**src/rtl/pport_pkg.sv**
```systemverilog
// Package: shared constants and types for the handshake parallel port.
// Assumes an 8-bit-or-wider data path so every register fits the bus.
package pport_pkg;

    localparam int unsigned ADDR_W = 3;
    localparam int unsigned CTRL_W = 5;
    localparam int unsigned NFLAG  = 2;
    localparam int unsigned FLG_C1 = 0;
    localparam int unsigned FLG_C2 = 1;

    localparam logic [ADDR_W-1:0] A_DATA = 3'd0;
    localparam logic [ADDR_W-1:0] A_DIR  = 3'd1;
    localparam logic [ADDR_W-1:0] A_CTRL = 3'd2;
    localparam logic [ADDR_W-1:0] A_FLAG = 3'd3;
    localparam logic [ADDR_W-1:0] A_IEN  = 3'd4;

    typedef enum logic [1:0] {
        C2_INPUT    = 2'b00,
        C2_HS_LOCK  = 2'b01,
        C2_HS_PULSE = 2'b10,
        C2_LEVEL    = 2'b11
    } c2_mode_e;

    // Control register layout, MSB first: mode[4:3], pol/level[2], latch[1], c1 rise[0]
    typedef struct packed {
        c2_mode_e c2_mode;
        logic     c2_pol;
        logic     c1_latch;
        logic     c1_rise;
    } ctrl_t;

endpackage

```
**src/rtl/pport_edge.sv**
```systemverilog
// Edge detector: flags the selected transition of a single control input.
// Assumes the input is already synchronous to clk. The history register
// has no reset, so it tracks the pin during reset and no false edge
// appears when reset is released.
module pport_edge (
    input  logic clk,
    input  logic pin,
    input  logic rise_sel,
    output logic hit
);

    logic prev_q;

    // Remember the level seen at the previous clock edge.
    always_ff @(posedge clk) begin
        prev_q <= pin;
    end

    // A transition toward the selected level is an active edge.
    always_comb begin
        hit = (pin != prev_q) && (pin == rise_sel);
    end

endmodule

```
**src/rtl/pport_irq.sv**
```systemverilog
// Interrupt flags: sticky per-source flags with clear-on-access and
// write-one-to-clear, plus an enable-gated request output.
// Assumes set has priority over any clear in the same cycle.
module pport_irq #(
    parameter int unsigned NF = 2
) (
    input  logic          clk,
    input  logic          rst_n,
    input  logic [NF-1:0] set,
    input  logic          clr_all,
    input  logic [NF-1:0] clr_mask,
    input  logic [NF-1:0] en,
    output logic [NF-1:0] flags,
    output logic          irq
);

    for (genvar i = 0; i < NF; i++) begin : g_flag
        logic flag_q;

        // Hold one source flag; a new event beats any clear.
        always_ff @(posedge clk) begin
            if (!rst_n) begin
                flag_q <= 1'b0;
            end else if (set[i]) begin
                flag_q <= 1'b1;
            end else if (clr_all || clr_mask[i]) begin
                flag_q <= 1'b0;
            end
        end

        assign flags[i] = flag_q;

        // a clear flag with no event stays clear, whatever is written.
        assert_flag_hold_R8: assert property (@(posedge clk) disable iff (!rst_n)
            (!flag_q && !set[i]) |=> !flag_q);

        // a data access with no event leaves this flag clear.
        assert_acc_clear_R7: assert property (@(posedge clk) disable iff (!rst_n)
            (clr_all && !set[i]) |=> !flag_q);
    end

    // Request whenever any enabled flag is pending.
    always_comb begin
        irq = |(flags & en);
    end

endmodule

```
**src/rtl/pport_ctl2.sv**
```systemverilog
// Control line 2 driver: generates the interlocked or single-cycle
// handshake after data-register accesses, or a programmed static level.
// Assumes data_acc and c1_hit are single-cycle qualified strobes.
module pport_ctl2
    import pport_pkg::*;
(
    input  logic     clk,
    input  logic     rst_n,
    input  c2_mode_e mode,
    input  logic     level,
    input  logic     data_acc,
    input  logic     c1_hit,
    output logic     c2_out,
    output logic     c2_oe
);

    logic hs_q;

    // Handshake level: low after an access, released per mode.
    always_ff @(posedge clk) begin
        if (!rst_n) begin
            hs_q <= 1'b1;
        end else begin
            case (mode)
                C2_HS_LOCK: begin
                    if (data_acc) begin
                        hs_q <= 1'b0;
                    end else if (c1_hit) begin
                        hs_q <= 1'b1;
                    end
                end
                C2_HS_PULSE: hs_q <= !data_acc;
                default:     hs_q <= 1'b1;
            endcase
        end
    end

    // Pick the driven value and enable from the mode.
    always_comb begin
        c2_out = (mode == C2_LEVEL) ? level : hs_q;
        c2_oe  = (mode != C2_INPUT);
    end

    // an access in a handshake mode drops the line on the next cycle.
    assert_hs_drop_R10: assert property (@(posedge clk) disable iff (!rst_n)
        (((mode == C2_HS_LOCK) || (mode == C2_HS_PULSE)) && data_acc) |=> !hs_q);

    // in pulse form a low line with no new access recovers at once.
    assert_pulse_rise_R11: assert property (@(posedge clk) disable iff (!rst_n)
        ((mode == C2_HS_PULSE) && !hs_q && !data_acc) |=> hs_q);

endmodule

```
**src/rtl/hsk_pport.sv**
```systemverilog
// Top: register decode, data/direction storage, strobe capture and read
// view of the handshake parallel port. Read data is combinational from
// the address; read side effects take place on the edge that ends a cycle
// with bus_re set. Assumes WIDTH >= 8.
module hsk_pport
    import pport_pkg::*;
#(
    parameter int unsigned WIDTH = 8
) (
    input  logic              clk,
    input  logic              rst_n,
    input  logic              bus_cs,
    input  logic              bus_we,
    input  logic              bus_re,
    input  logic [ADDR_W-1:0] bus_addr,
    input  logic [WIDTH-1:0]  bus_wdata,
    output logic [WIDTH-1:0]  bus_rdata,
    input  logic [WIDTH-1:0]  pad_in,
    output logic [WIDTH-1:0]  pad_out,
    output logic [WIDTH-1:0]  pad_oe,
    input  logic              ctl1_in,
    input  logic              ctl2_in,
    output logic              ctl2_out,
    output logic              ctl2_oe,
    output logic              irq
);

    logic [WIDTH-1:0] out_q;
    logic [WIDTH-1:0] dir_q;
    logic [WIDTH-1:0] cap_q;
    logic [WIDTH-1:0] in_view;
    ctrl_t            ctrl_q;
    logic [NFLAG-1:0] ien_q;
    logic [NFLAG-1:0] flags;
    logic [NFLAG-1:0] flag_set;
    logic [NFLAG-1:0] flag_w1c;
    logic             wr_en;
    logic             data_acc;
    logic             c1_hit;
    logic             c2_hit;

    // Decode bus strobes into write enable and data-register access.
    always_comb begin
        wr_en    = bus_cs && bus_we;
        data_acc = bus_cs && (bus_we || bus_re) && (bus_addr == A_DATA);
        flag_w1c = (wr_en && bus_addr == A_FLAG) ? bus_wdata[NFLAG-1:0] : '0;
    end

    // Software-visible configuration and output registers.
    always_ff @(posedge clk) begin
        if (!rst_n) begin
            out_q  <= '0;
            dir_q  <= '0;
            ctrl_q <= '0;
            ien_q  <= '0;
        end else if (wr_en) begin
            case (bus_addr)
                A_DATA:  out_q  <= bus_wdata;
                A_DIR:   dir_q  <= bus_wdata;
                A_CTRL:  ctrl_q <= ctrl_t'(bus_wdata[CTRL_W-1:0]);
                A_IEN:   ien_q  <= bus_wdata[NFLAG-1:0];
                default: ;
            endcase
        end
    end

    pport_edge i_edge_c1 (
        .clk      (clk),
        .pin      (ctl1_in),
        .rise_sel (ctrl_q.c1_rise),
        .hit      (c1_hit)
    );

    pport_edge i_edge_c2 (
        .clk      (clk),
        .pin      (ctl2_in),
        .rise_sel (ctrl_q.c2_pol),
        .hit      (c2_hit)
    );

    // Freeze the pins on an active strobe edge while capture is on.
    always_ff @(posedge clk) begin
        if (!rst_n) begin
            cap_q <= '0;
        end else if (ctrl_q.c1_latch && c1_hit) begin
            cap_q <= pad_in;
        end
    end

    // Flag sources: line 2 only counts as an input in input mode.
    always_comb begin
        flag_set         = '0;
        flag_set[FLG_C1] = c1_hit;
        flag_set[FLG_C2] = c2_hit && (ctrl_q.c2_mode == C2_INPUT);
    end

    pport_irq #(.NF(NFLAG)) i_irq (
        .clk      (clk),
        .rst_n    (rst_n),
        .set      (flag_set),
        .clr_all  (data_acc),
        .clr_mask (flag_w1c),
        .en       (ien_q),
        .flags    (flags),
        .irq      (irq)
    );

    pport_ctl2 i_ctl2 (
        .clk      (clk),
        .rst_n    (rst_n),
        .mode     (ctrl_q.c2_mode),
        .level    (ctrl_q.c2_pol),
        .data_acc (data_acc),
        .c1_hit   (c1_hit),
        .c2_out   (ctl2_out),
        .c2_oe    (ctl2_oe)
    );

    // Read multiplexer with per-bit merge of outputs and inputs.
    always_comb begin
        in_view   = ctrl_q.c1_latch ? cap_q : pad_in;
        bus_rdata = '0;
        if (bus_cs) begin
            case (bus_addr)
                A_DATA:  bus_rdata = (out_q & dir_q) | (in_view & ~dir_q);
                A_DIR:   bus_rdata = dir_q;
                A_CTRL:  bus_rdata[CTRL_W-1:0] = ctrl_q;
                A_FLAG:  bus_rdata[NFLAG-1:0]  = flags;
                A_IEN:   bus_rdata[NFLAG-1:0]  = ien_q;
                default: bus_rdata = '0;
            endcase
        end
    end

    // Drive the pin-side outputs from storage.
    always_comb begin
        pad_out = out_q;
        pad_oe  = dir_q;
    end

    // a direction write shows up on the enables one cycle later.
    assert_dir_follow_R2: assert property (@(posedge clk) disable iff (!rst_n)
        (wr_en && bus_addr == A_DIR) |=> (pad_oe == $past(bus_wdata)));

    // a capturing strobe edge stores the pins seen at that edge.
    assert_latch_capture_R5: assert property (@(posedge clk) disable iff (!rst_n)
        (ctrl_q.c1_latch && c1_hit) |=> (cap_q == $past(pad_in)));

    // with every enable clear the request stays low.
    assert_irq_quiet_R9: assert property (@(posedge clk) disable iff (!rst_n)
        (ien_q == '0) |-> !irq);

endmodule

```
**config.mk**
```make
export PLATFORM = sky130hd
export DESIGN_NAME = hsk_pport
export DESIGN_NICKNAME = d
export VERILOG_FILES = /design/src/rtl/pport_pkg.sv /design/src/rtl/pport_edge.sv /design/src/rtl/pport_irq.sv /design/src/rtl/pport_ctl2.sv /design/src/rtl/hsk_pport.sv
export SDC_FILE = /design/constraint.sdc
export NUM_CORES = 1
export LEC_CHECK = 0
export CAP_MARGIN = 20
export CORE_MARGIN = 2
export CORE_UTILIZATION = 49
export CTS_BUF_LIST = sky130_fd_sc_hd__clkbuf_2
export CTS_CLUSTER_DIAMETER = 150
export CTS_CLUSTER_SIZE = 25
export DETAILED_ROUTE_END_ITERATION = 8
export DONT_BUFFER_PORTS = 1
export SYNTH_ARGS = -nofsm -noshare
export SYNTH_HDL_FRONTEND = slang
export SYNTH_SLANG_ARGS = --single-unit
```
**constraint.sdc**
```tcl
create_clock -name clk -period 2.65 [get_ports clk]
set_clock_uncertainty 0.2 [all_clocks]
set_input_delay 0.3975 -clock clk [delete_from_list [all_inputs] [get_ports clk]]
set_output_delay 0.3975 -clock clk [all_outputs]
set_load 0.02 [all_outputs]
```
==> results.md, run 1 <==
Floorplanning:
- The initialized floorplan defines 22 standard-cell rows.
- The floorplan step set the die height to approximately 67 um.
- The I/O pin count is 53.
- The initial standard-cell utilization of the core is 0.518.
- The core region is about 3700 um2.
- The die covers ~4500 um2.
- The overall die width is approximately 67 um.

Layout:
- In the final layout, the share of cells above drive strength 1 is 0.0901.
- The finished layout cell area is 2150 um2.
- Once layout is complete, the utilization of the core stands at 0.576.
- The number of antenna repair diodes is 0.
- The area growth from synthesis to layout is 11.1%.
- The final net count is around 250.
- Excluding fillers, the count of instances in the completed layout stands at 270.

Global routing:
- The number of antenna violations at the first check in global routing is 0.
- The first-pass GRT wire length is about 7400 um.
- The busiest layer in global routing is met2.
- The maximum number of pins on one net before global-route repair is 35.
- The global-route track usage on met1 is 0.267.
- Global routing finished with a remaining overflow of 0.
- The via count of the first global-routing pass is between 1500 and 2000.
- In the global route stage, met3 resource usage came out at 0.0709.
- The global-route met2 utilization is 0.376.
- The total global routing track utilization is 0.223.

Yosys:
- The multiplexer share of the synthesized area is 0.199.
- Of the total synthesized cell area, the portion taken by AND, OR, NAND and NOR gates is 0.240.
- The arithmetic-cell share of the synthesized area counting full adders, half adders and majority gates is 0.0258.
- When the netlist entered floorplanning its net count stood at 236.
- The post-synthesis average cell area is approximately 9.4 um2.
- The most common flop cell mapped by yosys is dfxtp_1.
- Yosys attributes the largest share of cell area to dfxtp_1 (37%), mux2i_1 (17%), nor2b_1 (11%), mux2_2 (2.9%), a21oi_1 (2.6%).
- Of the post-synthesis cell area, the dominant cell type holds 0.372.
- For this run, the number of Yosys warnings is 0.
- The sequential share of the synthesized area is 0.372.
- Of the total synthesized cell area, the portion taken by XOR and XNOR cells is 0.
- Sorting the synthesized cells by how often they occur yields dfxtp_1 (36), nor2b_1 (34), mux2i_1 (33), a21oi_1 (10), nor2_1 (10).
- The summed instance area of the synthesized netlist is roughly 1900 um2.
- By area, the combinational part of the netlist is dominated by simple AND/OR/NAND/NOR gates.
- The synthesized-area fraction occupied by ao, oa, aoi and oai cells is 0.107.
- The number of distinct library cells after synthesis is 39.
- The most common cell in the synthesized netlist is dfxtp_1.
- Synthesis inferred 36 register bits.
- The cell type with the largest total area after synthesis is dfxtp_1.
- After technology mapping, the gate count stands at about 210.
- The count of flip-flops with a built-in enable after synthesis is 0.
- The async set or reset register ratio after synthesis is 0.

Worst setup path:
- The kind of end point of the critical path is an output pin.
- The critical path is of the flip-flop to output pin type.
- The critical path goes through a22oi_1, or2_2, a31oi_1.
- The largest individual stage delay along the critical path comes from the cell dfxtp_1.
- The worst register-to-register path has a depth of 4.
- The nature of the critical path startpoint is a flip-flop.
- The endpoint arrival time on the critical path is 1850 ps.
- At the worst endpoint, the required time is between 2000 and 2500 ps.
- Along the worst path, the maximum fanout reaches 5.
- The stage delay of the slowest cell on the critical path is approximately 560 ps.

Routing:
- After the first detailed-routing iteration, the DRC count stood at slightly below 60.
- The via count is around 1500.
- Before antenna repair, the detailed router went through 4 iterations.
- In the final routed layout, each cell accounts on average for between 15 and 20 um.
- The total wire length after detailed routing is approximately 4600 um.
- The via count normalized by instance count is between 5 and 6.
- The number of antenna-violating nets in the routed design is 0.
- The number of remaining DRC errors is 0.

Clock network:
- The buffer levels on the longest clock path is 2.
- The clock latency at the later pin of the worst-skew pair is about 390 ps.
- TritonCTS built the clock tree.
- The H-tree was split into 2 levels.
- The number of clock buffers added by TritonCTS is 5.
- The sink count of the clock tree is 36.
- The tree is rooted in a clkbuf_2.
- In this run the post-CTS setup repair buffer count came out at 0.
- Clock-pin slew was measured on the worst setup and hold paths at ~160 ps.

Pwr:
- The power density relative to cell area is 421 nW/um2.
- After layout, the design draws a total of a little over 900 uW.
- The maximum vdd ir drop is 287 uV.
- The cell leakage power is just under 0.8 nW.

STA:
- The headroom to the max-slew limit is 0.393.
- The post-layout worst setup margin is between 200 and 250 ps.
- Of the available clock period, the critical path in the final layout requires 0.924.
- Summed over all failing endpoints, the final setup total negative slack is 0 ps.
- Setup repair after global routing left no endpoint under its margin.
- At the pin with the least slew margin, the transition time is between 900 and 1000 ps.
- The count of final setup violators is 0.
- For this run, the top clock speed supported by timing is 408 MHz.
- The minimum clock period after layout is about 2400 ps.
- The worst hold slack is between 15 and 20 ps.
- The number of max-slew violations in the final report is 0.
- The hold violation total from the final report is 0.

Placed design:
- Timing analysis after detailed placement gives a worst setup slack of roughly 530 ps.
- In this run the tool buffered the top-level ports with 0 buffer cells.
- The area after detailed placement is 1920 um2.
- At the end of routability-driven placement, the weighted congestion stood at ~0.80.
- The count of placed standard cells including taps is about 240.
- The final HPWL from detailed placement is about 3400 um.

Job:
- Max-cap violations in this run came to 0.

Status:
- The run finished with clean final reports.

Min path:
- The path class of the lowest-slack min-delay path is input port to flip-flop.
- The worst hold path passes through 2 cells.
[power breakdown]
group | total (mW) | internal [mW] | leakage (nW) | switching, mW
sequential | 0.563 | 0.551 | 0.292 | 0.0119
combinational | 0.0980 | 0.0530 | 0.455 | 0.0449
clock | 0.246 | 0.0706 | 0.0306 | 0.175
[cells in the final DEF (no fill, tap or decap), types with 3 or more instances in the layout]
master,netlist,layout
nor3b_1,3,3
a21oi_1,10,10
and2_1,3,3
o21ai_0,3,3
dlygate4sd3_1,0,19
nor2_1,10,10
clkbuf_2,0,7
o211ai_1,3,3
or3_1,4,4
a31oi_1,3,3
mux2_2,5,5
ha_1,4,4
nor2b_1,34,34
dfxtp_1,36,35
inv_1,5,5
nand4_1,3,3
mux2i_1,33,33
a21boi_1,3,3
nor3_1,4,4
nand2_1,4,4
a211oi_1,3,3
[worst max-delay path, delay by kind of cell (launching register included)]
kind	cells	cell delay [ps]
AO/OA/AOI/OAI	2	610
flip-flops	1	560
AND/OR/NAND/NOR	1	290
[per-layer routing]
| layer | up-vias | wire length [um] |
|---|---|---|
| met3 | 6 | 324 |
| li1 | 747 | - |
| met1 | 715 | 1960 |
| met2 | 47 | 2280 |
| met5 | - | 0 |
| met4 | 0 | 61 |
[state kept, by name, indices dropped and copies added, names as in the netlist]
| name | cells |
|---|---|
| pad_oe | 8 |
| ien_q | 2 |
| cap_q | 8 |
| pad_out | 8 |
| i_irq.g_flag.flag_q | 2 |
| i_edge_c1.prev_q | 1 |
| ctrl_q | 5 |
| i_edge_c2.prev_q | 1 |
| i_ctl2.hs_q | 1 |
[layout make-up]
type,count,area (um2)
multi-input cells,152,1110
fillers,353,1590
clock inverters,1,3.75
inverters,5,18.8
clock buffers,7,35.0
repair buffers,21,205
flip-flops and latches,36,722
well taps,48,60.1
[final timing paths]
check | start | to | slack, ps
setup reg to reg | ctrl_q[0] | cap_q[5] | 970
hold reg to reg | cap_q[2] | cap_q[2] | 350
hold / removal | pad_in[5] | cap_q[5] | 20
setup / recovery | pad_oe[0] | bus_rdata[0] | 200
[timing repair]
item | 4_1_cts | 5_1_grt
endpoints found under the hold margin | 36 | 2
gates resized for setup | 0 | 1
hold buffers | 17 | 2
setup endpoints to repair | 0 | 1
[logic make-up (layout without fill, tap and decap cells)]
logic type / after synthesis / count (layout)
AND/OR/NAND/NOR: 78 / 78
multiplexers: 38 / 38
flip-flops: 36 / 36
AO/OA/AOI/OAI: 32 / 32
buffers and inverters: 18 / 34
adder cells (fa/ha/maj): 4 / 4
(Power assumes the default switching activity.)
==> run 2: changes to the inputs <==
- CAP_MARGIN: 20 -> unset
- MAX_ROUTING_LAYER: unset -> met4
==> run 2 against run 1 <==
Effect of this change: first-iteration DRC count up 27%; sequential power is essentially flat; critical path depth stayed put; largest power group unchanged; combinational power barely moved; count of clock-buffer cells in the layout unchanged; worst hold slack gained 6.5 ps; core utilization is the same; power is 0.32% lower; clock power about the same; highest routed layer unchanged; design area did not move.
==> results.md, run 2 (synthesized netlist as in run 1, its figures left out) <==
Status:
- The flow ran to the end, and the final reports show no timing, DRC or antenna violations.

Floorplanning:
- The initial standard-cell utilization of the core is 0.518.
- The die covers approximately 4500 um2.
- The die is approximately 67 um wide.
- For this design the top-level I/O count stands at 53.
- The die outline height is ~67 um.
- Row generation in the floorplan step produced 22 rows.
- The total area inside the core boundary comes to 3740 um2.

Pwr:
- The power density relative to cell area is around 420 nW/um2.
- The analysis attributes to cell leakage a power of 0.778 nW.
- The overall power is about 900 uW.
- The worst-case IR drop observed on VDD is between 200 and 300 uV.

STA:
- On the final layout, the worst hold slack is ~22 ps.
- The count of final setup violators is 0.
- The final clock period utilization by the worst path is 0.922.
- Setup repair after global routing left no endpoint under its margin.
- The hold violation total from the final report was 0.
- For the final routed database, the setup TNS stands at 0 ps.
- The highest clock frequency the design can meet is approximately 400 MHz.
- For the pin with the worst max-slew slack, the measured transition is around 900 ps.
- The number of max-slew violations in the final report came to 0.
- Headroom to the max-slew limit came out at 0.383.
- Counting I/O delays and the setup requirement, the final critical path takes about 2400 ps.
- Setup slack on the critical path of the routed design comes to approximately 210 ps.

Layout:
- Compared with the post-synthesis result, the final layout area differs by 11.1%.
- The top cell types in the final layout, fill and taps aside, are dfxtp_1 (35), nor2b_1 (34), mux2i_1 (33).
- The share of cells above drive strength 1 is 0.0901.
- The number of antenna repair diodes is 0.
- The net count of the finished layout is between 200 and 300.
- The most common cell after layout, fill and taps aside is dfxtp_1.

Min path:
- The path class of the lowest-slack min-delay path is input port to flip-flop.

Worst setup path:
- The critical path goes through a22oi_1, or2_2, a31oi_1.
- The worst setup path is captured at an output pin.
- The sum of buffers and inverters on the critical path is 0.
- The highest-delay cell along the critical path is dfxtp_1.
- The stage delay of the slowest cell on the critical path is around 560 ps.
- The cell family contributing the most delay on the critical path is compound AO/OA/AOI/OAI gates.
- The critical path required time is about 2000 ps.
- For the worst setup path, the data arrival time is between 1500 and 2000 ps.
- STA classifies the critical path startpoint as a flip-flop.
- Along the worst path, the maximum fanout reaches 5.
- The critical path is of the flip-flop to output pin type.

Placed design:
- Summed over all nets, the half-perimeter wirelength after detailed placement is 3400 um.
- The last weighted congestion value of the routability-driven placer is about 0.81.
- The count of input and output buffers is 0.
- The worst setup slack after placement is around 530 ps.

Clock network:
- Clock-pin slew was measured on the worst setup and hold paths at 160 ps.
- The root buffer cell is clkbuf_2.
- The post-CTS setup repair buffer count is 0.
- The clock latency at the later pin of the worst-skew pair is roughly 380 ps.
- Counting the buffers created by CTS gives 5.
- The clock passes through at most 2 buffers.
- TritonCTS built the clock tree.
- CTS saw 36 sinks.
- The number of levels in the clock H-tree is 2.

Routing:
- The first detailed-routing pass ran for 4 iterations.
- After detailed routing, the number of remaining DRC violations is 0.
- The average wire per cell in the routed design is 17.1 um.
- The number of DRC markers after the initial detailed-route iteration is 75.
- The final layout contains routed wiring with a total length of around 4600 um.
- The count of nets left with antenna violations once routing finished came out at 0.
- Across all layers, the routed design uses between 1500 and 2000 vias.
- The via count normalized by instance count is between 5 and 6.

Global routing:
- The total global routing track utilization is 0.228.
- The via count of the first global-routing pass is about 1500.
- The number of antenna violations at the first check in global routing was 0.
- The first global-routing pass estimated between 7000 and 8000 um of wire.
- The final global-route overflow total is 0.
- Entering global routing, the biggest net connects 35 pins.

Job:
- The number of violations of the max-capacitance limit is 0.
run 2: cell counts in the layout (fill, tap and decap cells not counted):
No cell type changed its count.
run 2: where the power goes:
group	total [mW]	switching, mW	internal [mW]
clock network	0.243	0.172	0.0706
registers	0.563	0.0119	0.551
logic	0.0983	0.0452	0.0531
run 2: what timing repair did:
item,in CTS,in global routing
hold buffers,17,2
resized for setup,0,1
setup endpoints to repair,0,1
endpoints found under the hold margin,36,2
run 2: layer usage:
metal / vias to the layer above / GRT usage / part of all wire / routed length [um]
met4: 0 / 0.0740 / 0.013 / 61
li1: 746 / - / - / -
met1: 745 / 0.272 / 0.43 / 1990
met5: - / - / 0 / 0
met3: 6 / 0.0591 / 0.060 / 276
met2: 51 / 0.376 / 0.49 / 2280
run 2: layout make-up:
class	instances	area [um2]
repair buffers	21	205
multi-input cells	152	1110
fillers	353	1590
flip-flops and latches	36	722
clock inverters	1	3.75
inverters	5	18.8
well taps	48	60.1
clock buffers	7	35.0
run 2: worst paths after layout:
kind,endpoint,from,slack [ps],depth (start not counted)
setup reg to reg,cap_q[5],ctrl_q[0],970,4
hold reg to reg,cap_q[2],cap_q[2],350,2
hold / removal,cap_q[5],pad_in[5],20,2
setup / recovery,bus_rdata[0],pad_oe[0],210,3
run 2: metrics by stage:
step	cell area (um2)	cells	util
after floorplan	1940	206	-
after global placement	1920	243	0.514
after detailed placement	1920	243	0.514
after CTS	2130	268	0.570
after global routing	2150	270	0.576
final	2150	270	0.576
